--- src/rtl/hbc_pkg.sv ---
package hbc_pkg;
  typedef enum logic [2:0] {
    MODE_RELOAD = 3'd0,
    MODE_CNTWR  = 3'd1,
    MODE_STREAM = 3'd2,
    MODE_WR16   = 3'd3,
    MODE_RD16   = 3'd4,
    MODE_WR8    = 3'd5,
    MODE_RD8    = 3'd6,
    MODE_IDLE   = 3'd7
  } bmode_e;

  localparam logic [3:0] OP_RELOAD = 4'd0;
  localparam logic [3:0] OP_CNT    = 4'd1;
  localparam logic [3:0] OP_PAGE   = 4'd2;
  localparam logic [3:0] OP_WR16   = 4'd3;
  localparam logic [3:0] OP_RD16   = 4'd4;
  localparam logic [3:0] OP_WR8    = 4'd5;
  localparam logic [3:0] OP_RD8    = 4'd6;

  function automatic logic mode_is_mem(bmode_e m);
    return (m == MODE_STREAM) || (m == MODE_WR16) || (m == MODE_RD16) ||
           (m == MODE_WR8) || (m == MODE_RD8);
  endfunction
endpackage

--- src/rtl/hbc_decode.sv ---
module hbc_decode
  import hbc_pkg::*;
#(
  parameter int HOST_AW = 10,
  parameter logic [HOST_AW-5:0] WIN_BASE = 6'h30
) (
  input  logic               req,
  input  logic [HOST_AW-1:0] addr,
  input  logic               busy,
  input  logic               arr_req,
  output logic               host_go,
  output logic               arr_go,
  output bmode_e             mode_nxt,
  output logic               cnt_ld,
  output logic               page_ld,
  output logic               reload,
  output logic               mem_go
);
  logic       in_win;
  logic [3:0] op;

  always_comb begin
    in_win  = req && (addr[HOST_AW-1:4] == WIN_BASE);
    op      = addr[3:0];
    host_go = in_win && !busy;
    // host access takes priority over an array stream request
    arr_go  = arr_req && !busy && !in_win;
    mode_nxt = MODE_IDLE;
    if (host_go) begin
      case (op)
        OP_RELOAD: mode_nxt = MODE_RELOAD;
        OP_CNT:    mode_nxt = MODE_CNTWR;
        OP_WR16:   mode_nxt = MODE_WR16;
        OP_RD16:   mode_nxt = MODE_RD16;
        OP_WR8:    mode_nxt = MODE_WR8;
        OP_RD8:    mode_nxt = MODE_RD8;
        default:   mode_nxt = MODE_IDLE;
      endcase
    end else if (arr_go) begin
      mode_nxt = MODE_STREAM;
    end
    cnt_ld  = host_go && (op == OP_CNT);
    page_ld = host_go && (op == OP_PAGE);
    reload  = host_go && (op == OP_RELOAD);
    mem_go  = mode_is_mem(mode_nxt);
  end
endmodule

--- src/rtl/hbc_counter.sv ---
module hbc_counter #(
  parameter int LOC_AW = 22,
  parameter int LANE_W = 8
) (
  input  logic                clk,
  input  logic                rst_n,
  input  logic                cnt_ld,
  input  logic                page_ld,
  input  logic                inc,
  input  logic [2*LANE_W-1:0] din,
  output logic [LOC_AW-1:0]   cnt
);
  localparam int DW     = 2 * LANE_W;
  localparam int PAGE_W = LOC_AW - DW;

  logic [LOC_AW-1:0] cnt_q, cnt_d, load_val;

  generate
    if (PAGE_W > 0) begin : g_page
      logic [PAGE_W-1:0] page_q, page_d;
      always_comb page_d = page_ld ? din[PAGE_W-1:0] : page_q;
      always_ff @(posedge clk or negedge rst_n) begin
        if (!rst_n) page_q <= '0;
        else        page_q <= page_d;
      end
      assign load_val = {page_q, din};
    end else begin : g_nopage
      assign load_val = din[LOC_AW-1:0];
    end
  endgenerate

  always_comb begin
    cnt_d = cnt_q;
    if (cnt_ld)   cnt_d = load_val;
    else if (inc) cnt_d = cnt_q + 1'b1;
  end

  always_ff @(posedge clk or negedge rst_n) begin
    if (!rst_n) cnt_q <= '0;
    else        cnt_q <= cnt_d;
  end

  assign cnt = cnt_q;

  assert_cnt_load_R4: assert property (@(posedge clk) disable iff (!rst_n)
    cnt_ld |=> cnt_q[DW-1:0] == $past(din));
endmodule

--- src/rtl/hbc_lanes.sv ---
module hbc_lanes
  import hbc_pkg::*;
#(
  parameter int LOC_AW = 22,
  parameter int LANE_W = 8
) (
  input  logic                clk,
  input  logic                rst_n,
  input  bmode_e              mode_nxt,
  input  logic                mem_go,
  input  logic [LOC_AW-1:0]   cnt,
  input  logic [2*LANE_W-1:0] wdata,
  input  logic [LANE_W-1:0]   arr_wbyte,
  input  logic [LANE_W-1:0]   ld_in,
  input  logic [LANE_W-1:0]   hd_in,
  output bmode_e              mode_q,
  output logic [LOC_AW-1:0]   addr_q,
  output logic [LANE_W-1:0]   ld_q,
  output logic                ld_oe_q,
  output logic [LANE_W-1:0]   hd_q,
  output logic                hd_oe_q,
  output logic [2*LANE_W-1:0] rdata_q,
  output logic [LANE_W-1:0]   arb_q,
  output logic                arv_q
);
  localparam int DW = 2 * LANE_W;

  bmode_e            mode_d;
  logic [LOC_AW-1:0] addr_d;
  logic [LANE_W-1:0] ld_d, hd_d, arb_d;
  logic              ld_oe_d, hd_oe_d, arv_d;
  logic [DW-1:0]     rdata_d;
  logic              mem_act;

  always_comb begin
    mode_d  = mode_nxt;
    addr_d  = mem_go ? cnt : addr_q;
    ld_d    = '0;
    hd_d    = '0;
    ld_oe_d = 1'b0;
    hd_oe_d = 1'b0;
    case (mode_nxt)
      MODE_WR16: begin
        ld_d = wdata[LANE_W-1:0];  ld_oe_d = 1'b1;
        hd_d = wdata[DW-1:LANE_W]; hd_oe_d = 1'b1;
      end
      MODE_WR8:    begin ld_d = wdata[LANE_W-1:0]; ld_oe_d = 1'b1; end
      MODE_STREAM: begin ld_d = arr_wbyte;         ld_oe_d = 1'b1; end
      default: ;
    endcase
    // capture returned bytes at the end of the current bus cycle
    rdata_d = rdata_q;
    if (mode_q == MODE_RD16)     rdata_d = {hd_in, ld_in};
    else if (mode_q == MODE_RD8) rdata_d = {{LANE_W{1'b0}}, ld_in};
    arv_d = (mode_q == MODE_STREAM);
    arb_d = arv_d ? hd_in : arb_q;
  end

  always_ff @(posedge clk or negedge rst_n) begin
    if (!rst_n) begin
      mode_q  <= MODE_IDLE;
      addr_q  <= '0;
      ld_q    <= '0;
      ld_oe_q <= 1'b0;
      hd_q    <= '0;
      hd_oe_q <= 1'b0;
      rdata_q <= '0;
      arb_q   <= '0;
      arv_q   <= 1'b0;
    end else begin
      mode_q  <= mode_d;
      addr_q  <= addr_d;
      ld_q    <= ld_d;
      ld_oe_q <= ld_oe_d;
      hd_q    <= hd_d;
      hd_oe_q <= hd_oe_d;
      rdata_q <= rdata_d;
      arb_q   <= arb_d;
      arv_q   <= arv_d;
    end
  end

  assign mem_act = mode_is_mem(mode_q);

  assert_idle_quiet_R6: assert property (@(posedge clk) disable iff (!rst_n)
    (mode_q == MODE_IDLE) |-> (!ld_oe_q && !hd_oe_q));
  assert_dual_lane_R6: assert property (@(posedge clk) disable iff (!rst_n)
    (ld_oe_q && hd_oe_q) |-> (mode_q == MODE_WR16));
  assert_addr_step_R5: assert property (@(posedge clk) disable iff (!rst_n)
    (mem_act && $past(mem_act) && $past(mode_nxt) != MODE_CNTWR) |->
      (addr_q == $past(addr_q) + 1'b1));
  assert_stream_valid_R9: assert property (@(posedge clk) disable iff (!rst_n)
    arv_q |-> ($past(mode_q) == MODE_STREAM));
endmodule

--- src/rtl/hostbus_mode_ctrl.sv ---
module hostbus_mode_ctrl
  import hbc_pkg::*;
#(
  parameter int HOST_AW = 10,
  parameter logic [HOST_AW-5:0] WIN_BASE = 6'h30,
  parameter int LOC_AW = 22,
  parameter int LANE_W = 8
) (
  input  logic                clk,
  input  logic                rst_n,
  input  logic                hst_req,
  input  logic [HOST_AW-1:0]  hst_addr,
  input  logic [2*LANE_W-1:0] hst_wdata,
  output logic [2*LANE_W-1:0] hst_rdata,
  output logic                hst_ack,
  output logic                busy,
  input  logic                cfg_done,
  input  logic                arr_req,
  input  logic [LANE_W-1:0]   arr_wbyte,
  output logic [LANE_W-1:0]   arr_rbyte,
  output logic                arr_rvalid,
  output logic [2:0]          bus_mode,
  output logic [LOC_AW-1:0]   bus_addr,
  output logic [LANE_W-1:0]   ld_out,
  output logic                ld_oe,
  output logic [LANE_W-1:0]   hd_out,
  output logic                hd_oe,
  input  logic [LANE_W-1:0]   ld_in,
  input  logic [LANE_W-1:0]   hd_in
);
  logic              host_go, arr_go, cnt_ld, page_ld, reload, mem_go;
  bmode_e            mode_nxt, mode_q;
  logic [LOC_AW-1:0] cnt;
  logic              busy_q, busy_d, ackp_q, ackp_d, ack_q, ack_d;

  hbc_decode #(.HOST_AW(HOST_AW), .WIN_BASE(WIN_BASE)) u_decode (
    .req(hst_req), .addr(hst_addr), .busy(busy_q), .arr_req(arr_req),
    .host_go(host_go), .arr_go(arr_go), .mode_nxt(mode_nxt),
    .cnt_ld(cnt_ld), .page_ld(page_ld), .reload(reload), .mem_go(mem_go)
  );

  hbc_counter #(.LOC_AW(LOC_AW), .LANE_W(LANE_W)) u_counter (
    .clk(clk), .rst_n(rst_n), .cnt_ld(cnt_ld), .page_ld(page_ld),
    .inc(mem_go), .din(hst_wdata), .cnt(cnt)
  );

  hbc_lanes #(.LOC_AW(LOC_AW), .LANE_W(LANE_W)) u_lanes (
    .clk(clk), .rst_n(rst_n), .mode_nxt(mode_nxt), .mem_go(mem_go), .cnt(cnt),
    .wdata(hst_wdata), .arr_wbyte(arr_wbyte), .ld_in(ld_in), .hd_in(hd_in),
    .mode_q(mode_q), .addr_q(bus_addr), .ld_q(ld_out), .ld_oe_q(ld_oe),
    .hd_q(hd_out), .hd_oe_q(hd_oe), .rdata_q(hst_rdata), .arb_q(arr_rbyte),
    .arv_q(arr_rvalid)
  );

  always_comb begin
    busy_d = busy_q ? !cfg_done : reload;
    ackp_d = host_go;
    ack_d  = ackp_q;
  end

  always_ff @(posedge clk or negedge rst_n) begin
    if (!rst_n) begin
      busy_q <= 1'b0;
      ackp_q <= 1'b0;
      ack_q  <= 1'b0;
    end else begin
      busy_q <= busy_d;
      ackp_q <= ackp_d;
      ack_q  <= ack_d;
    end
  end

  assign busy     = busy_q;
  assign hst_ack  = ack_q;
  assign bus_mode = mode_q;

  assert_reload_busy_R11: assert property (@(posedge clk) disable iff (!rst_n)
    $rose(busy) |-> (bus_mode == 3'd0));
  assert_busy_quiet_R11: assert property (@(posedge clk) disable iff (!rst_n)
    (busy && $past(busy)) |-> (bus_mode == 3'd7));
  assert_ack_origin_R8: assert property (@(posedge clk) disable iff (!rst_n)
    hst_ack |-> $past(hst_req, 2));
  assert_no_stream_on_host_R10: assert property (@(posedge clk) disable iff (!rst_n)
    host_go |-> !arr_go);
endmodule

--- config.mk ---
export PLATFORM = sky130hd
export DESIGN_NAME = hostbus_mode_ctrl
export DESIGN_NICKNAME = d
export VERILOG_FILES = /design/src/rtl/hbc_pkg.sv /design/src/rtl/hbc_decode.sv /design/src/rtl/hbc_counter.sv /design/src/rtl/hbc_lanes.sv /design/src/rtl/hostbus_mode_ctrl.sv
export SDC_FILE = /design/constraint.sdc
export NUM_CORES = 1
export LEC_CHECK = 0
export ABC_CLOCK_PERIOD_IN_PS = 2000
export BUFFER_PORTS_ARGS = -buffer_cell sky130_fd_sc_hd__buf_2
export CAP_MARGIN = 10
export CORE_MARGIN = 3
export CORE_UTILIZATION = 30
export CTS_BUF_LIST = sky130_fd_sc_hd__clkbuf_8
export CTS_CLUSTER_DIAMETER = 40
export DETAILED_ROUTE_END_ITERATION = 10
export HOLD_SLACK_MARGIN = 0.06
export PLACE_DENSITY = 0.56
export SLEW_MARGIN = 20
export SYNTH_ARGS = -nofsm -noshare
export SYNTH_HDL_FRONTEND = slang
export SYNTH_SLANG_ARGS = --single-unit
--- constraint.sdc ---
create_clock -name clk -period 2 [get_ports clk]
set_input_delay 0.1 -clock clk [delete_from_list [all_inputs] [get_ports clk]]
set_output_delay 0.1 -clock clk [all_outputs]
set_load 0.05 [all_outputs]
Word-level counts from Yosys, hierarchy flattened
Cells that the tools add are included.
{"block": "totals", "elab_cells": 61, "latchBits": 0, "regBits": 99, "mem_count": 0, "in_bits": 55, "ram_bits": 0, "romBits": 0}
{"block": "classes", "order_cmp": 0, "n_bitwise": 0, "div": 0, "multipliers": 0, "add_sub_neg": 1, "n_mux": 12, "n_eq_ne": 15, "shifts": 0, "n_reduce_logical": 19}
{"cell": "2-to-1 mux 22 bit", "count": 2}
{"cell": "2-to-1 mux 16 bit", "count": 2}
{"cell": "adder 22 x 1 -> 22 bit (second input constant)", "count": 1}
{"cell": "one-hot mux 3 bit (6 select lines)", "count": 1}
{"cell": "one-hot mux 8 bit (2 select lines)", "count": 1}
{"cell": "equality test 3 bit (second input constant)", "count": 5}
{"cell": "equality test 4 x 3 -> 1 bit (second input constant)", "count": 3}
{"cell": "equality test 3 x 2 -> 1 bit (second input constant)", "count": 3}
{"cell": "equality test 4 x 2 -> 1 bit (second input constant)", "count": 2}
{"cell": "2-to-1 mux 8 bit", "count": 1}
{"cell": "logical AND 1 bit", "count": 7}
{"cell": "equality test 6 bit (second input constant)", "count": 1}
{"cell": "2-to-1 mux 3 bit", "count": 2}
{"cell": "equality test 4 x 1 -> 1 bit (second input constant)", "count": 1}
{"cell": "zero test 4 bit", "count": 1}
{"cell": "logical OR 1 bit", "count": 4}
{"cell": "nonzero test 2 bit", "count": 2}
{"cell": "zero test 1 bit", "count": 3}
{"cell": "2-to-1 mux 1 bit", "count": 3}
{"cell": "OR reduction 3 bit", "count": 1}
{"cell": "OR reduction 2 bit", "count": 1}

Logic depth before layout (Yosys ltp)
{"block": "logic_depth", "depth_word": 13, "mapped_depth": 8, "ltp_nobuf": 6}

Modules after synthesis
Synthesis repeated with hierarchy kept, for this count alone.
{"block": "unflattened", "cells_unflattened": 352, "hier_area_um2": 4455.5}
{"mod": "hbc_lanes", "cells_each": 162, "area_each_um2": 2652.5, "n_inst": 1}
{"mod": "hbc_counter", "cells_each": 161, "area_each_um2": 1517.7, "n_inst": 1}
{"mod": "hbc_decode", "cells_each": 24, "area_each_um2": 196.4, "n_inst": 1}
{"mod": "hostbus_mode_ctrl", "cells_each": 5, "area_each_um2": 88.8, "n_inst": 1}

Worst setup path before layout
No wires, ideal clock.
{"block": "synth_path", "kind": "register to register", "startpoint": "register u_counter.cnt_q[0], in the netlist u_counter.cnt[0]", "endpoint": "register u_counter.cnt_q[20], in the netlist u_counter.cnt[20]", "slack_ns": -0.169, "path_buffers": 1, "path_stages_with_launch": 8, "required_time_ns": 1.936, "period_less_slack_ns": 2.169, "arrival_ns": 2.105, "setup_time_ns": 0.064, "path_cell_list": "dfrtp_1 ha_1 nand3_2 or4_1 buf_2 or4_1 a21oi_1 a221o_2"}
{"block": "synth_via", "elab_chain_len": 3}
{"item": "from (decl)", "line": "hbc_counter.sv:16", "rtl": "logic [LOC_AW-1:0] cnt_q, cnt_d, load_val;"}
{"item": "from (signal assigned)", "line": "hbc_counter.sv:40", "rtl": "else cnt_q <= cnt_d;"}
{"item": "adder 22 x 1 -> 22 bit", "line": "hbc_counter.sv:35", "rtl": "else if (inc) cnt_d = cnt_q + 1'b1;"}
{"item": "2-to-1 mux 22 bit", "line": "hbc_counter.sv:35"}
{"item": "2-to-1 mux 22 bit", "line": "hbc_counter.sv:34", "rtl": "if (cnt_ld) cnt_d = load_val;"}
Every way passes these cells. The select of a mux whose other input is x is not followed.
A chain may end at the register's enable or synchronous reset.

Final worst setup path
{"block": "layout_path", "startpoint": "register u_counter.cnt_q[1], in the netlist u_counter.cnt[1]", "endpoint": "register u_counter.cnt_q[20], in the netlist u_counter.cnt[20]"}
The elaborated chain is that of the path after synthesis.

==> qor.csv <==
metric,value,unit
Die Y,126,um
Max H-tree Level,3,
xor-xnor portion of the synthesized cell area,0.609,%
GPL Wtd Cong,0.822,
slack of the worst reg-to-reg path,-0.02,ns
IO Pins,125,
core area,14000,um2
#FFs+latches synth,99,
reg2reg start,u_counter.cnt[1],
Max Transition Viols Final,0,
Critical Path Source Type,register,
pre-CTS WS,-0.0896,ns
via count,3830,
worst clock skew,0.0205,ns
Slew @ Worst Pin,0.737,ns
period utilization,101,%
Simple-Gate Fraction of Synth Area,17.4,%
Via-to-Cell Ratio,4.91,
worst hold stages,2,
Finished Core Util,43.2,%
CP Class,register to register,
Pwr Density,837,nW/um2
"Arr. time, crit path",2.33,ns
Setup TNS Final,-0.0176,ns
CP cell instances,ha_4 > nand3_4 > or4_4 > or4_1 > a21oi_1 > a221o_2,
share of cells above drive strength 1,35.8,%
CP Buf/Inv Count,0,
clk slew on worst S/H paths,0.10,ns
Synth cell types,53,
GRT Total Usage,15.6,%
CTS tree,built,
top cell family by delay on the critical path,simple AND/OR/NAND/NOR gates,
critical path's largest stage delay,0.56,ns
final worst setup slack,-0.0176,ns
drt pass-1 iters,4,
R2R depth,6,
final setup fails,1,
number of synthesized flops with an enable pin,0,
max cap viols,0,
hold path start,hst_addr[1],
RSZ-0062 raised after global routing,true,
Synth Area in Adders,0.290,%
Compound-Gate Fraction of Synth Area,15.2,%
async set-reset flop share out of synthesis,100,%
Max clock buf depth,2,
GRT overflow,0,
Initial Utilization,30.8,%
Post-Syn Nets,460,
vias in the first global route,3932,
worst hold slack,0.0922,ns
IO Port Bufs,124,
highest-delay cell along the critical path,or4_4,
"most common cell after layout, fill and taps aside",buf_2,
multiplexer share of the synthesized area,5.74,%
failing checks,setup timing,
number of inserted diodes,0,
first-pass GRT wire length,19800,um
clock sinks,99,
Hold Fails Final Rpt,0,
Final min period,2.02,ns
Iter 0 DRT Violations,203,
Synth-to-Final Area Change,40.2,%
largest family of logic cells by synthesized area,simple AND/OR/NAND/NOR gates,
Syn Inst Count,404,
maximum vdd ir drop,0.000389,V
DRC viols,0,
CP endpoint kind,register,
antenna violations before repair,0,
worst hold path class,primary input to register,
worst-skew pair later-pin latency,0.37,ns
Rel. slew slack,50.7,%
Syn. warnings,0,
Synth Cell Area,4310,um2
Leak Pwr,2.91,nW
Total Power,5.06,mW
ys flop type,dfrtp_1,
worst min-delay path endpoint,u_lanes.mode_q[1],
nets@finish,651,
# rows,43,
HPWL Detailed,8800,um
post-route ant nets,0,
Die Width,126,um
status,"finished, violations left",
largest net degree at the start of global routing,45,
register area share after synthesis,57.5,%
WP data required,2.31,ns
final wirelength,12400,um
FMAX,0.496,GHz
"commonest non-fill, non-tap cells in the layout","buf_2, dfrtp_1, nand2_1, dlygate4sd3_1, o21ai_0",
die area,15900,um2
syn avg cell area,10.7,um2
Root Buffer,clkbuf_8,
cts bufs inserted,9,
drt wl/cell,15.9,um
crit-path max FO,7,
reg2reg end,u_counter.cnt[20],
[power by group]
| group | leakage, nW | internal [mW] | total [mW] | switching, mW |
|---|---|---|---|---|
| sequential | 1.30 | 2.21 | 2.34 | 0.131 |
| clock | 0.0920 | 0.551 | 1.25 | 0.697 |
| combinational | 1.52 | 0.531 | 1.48 | 0.945 |
[registers in the layout, summed over array words and instances (netlist names)]
| signal | cells |
|---|---|
| ack_d | 1 |
| busy | 1 |
| hst_ack | 1 |
| u_counter.cnt | 22 |
| u_counter.g_page.page_q | 6 |
| u_lanes.addr_q | 22 |
| u_lanes.arb_q | 8 |
| u_lanes.arv_q | 1 |
| u_lanes.hd_oe_q | 1 |
| u_lanes.hd_q | 8 |
| u_lanes.ld_oe_q | 1 |
| u_lanes.ld_q | 8 |
| u_lanes.mode_q | 3 |
| u_lanes.rdata_q | 16 |
[worst max path at each step]
stage                     start                end  slack [ns]  cells after the start
4_1_cts        u_counter.cnt[1]  u_counter.cnt[20]       -0.02                      6
2_1_floorplan  u_counter.cnt[0]  u_counter.cnt[20]       -0.10                      7
3_5_place_dp   u_counter.cnt[1]  u_counter.cnt[20]       -0.09                      6
3_3_place_gp   u_counter.cnt[1]  u_counter.cnt[20]       -0.08                      6
5_1_grt        u_counter.cnt[1]  u_counter.cnt[20]       -0.09                      6
6_report       u_counter.cnt[1]  u_counter.cnt[20]       -0.02                      6
[worst reg2reg max path, stage by stage, from the launching register on]
cell	delay, ns
dfrtp_1	0.40
ha_4	0.16
nand3_4	0.07
or4_4	0.56
or4_1	0.51
a21oi_1	0.13
a221o_2	0.12
[logic make-up after synthesis]
family	Yosys count
and+or+nand+nor	145
AOI/OAI and AO/OA	99
DFF	99
buffers and inverters	35
muxes	22
xor gates and xnor gates	3
adders and majority gates	1
[cell usage after synthesis, types with 2 or more instances]
cell / n / area (um2)
dfrtp_1: 96 / 2400
nand2_1: 70 / 263
o21ai_0: 36 / 180
mux2_2: 22 / 248
a21oi_1: 15 / 75.1
inv_1: 13 / 48.8
clkbuf_1: 11 / 41.3
nand2b_1: 11 / 68.8
a22o_1: 8 / 70.1
and2_1: 8 / 50.1
nand3_1: 8 / 40.0
nor2_1: 8 / 30.0
a22oi_1: 7 / 52.6
buf_2: 7 / 35.0
a221o_1: 6 / 60.1
a21o_1: 5 / 37.5
nor3_1: 5 / 25.0
o31a_1: 5 / 43.8
o31ai_1: 5 / 37.5
or2_2: 5 / 31.3
buf_1: 4 / 15.0
nand4_1: 4 / 25.0
or4_1: 4 / 30.0
dfstp_2: 3 / 78.8
nor4_1: 3 / 18.8
or3_1: 3 / 18.8
xnor2_1: 3 / 26.3
and4_1: 2 / 17.5
o211ai_1: 2 / 15.0
o41ai_1: 2 / 17.5
[timing repair]
action	CTS	global route
setup endpoints to repair	5	4
hold endpoints to repair	103	0
buffers inserted	1	1
hold buffers	44	0
resized for setup	1	2
[per-stage QoR]
stage,cell area [um2],std cells
final,6050,780
after global routing,6050,780
after CTS,6030,779
after detailed placement,5390,718
after global placement,5390,718
after floorplan,4340,404
[routing by layer]
metal | track usage [%] | vias to the layer above | share of wire [%]
met5 | 0 | - | 0
met4 | 6.06 | 0 | 1.9
met3 | 3.35 | 15 | 5.3
met2 | 25.4 | 127 | 47
met1 | 20.4 | 1878 | 45
li1 | - | 1810 | -
[cell type report]
| cell class | instances | area (um2) |
|---|---|---|
| Fill cell | 1353 | 7940 |
| Sequential cell | 99 | 2480 |
| Multi-Input combinational cell | 270 | 1730 |
| Timing Repair Buffer | 202 | 1370 |
| Tap cell | 180 | 225 |
| Clock buffer | 12 | 165 |
| Inverter | 13 | 48.8 |
| Clock inverter | 4 | 26.3 |
(Power assumes the default switching activity.)
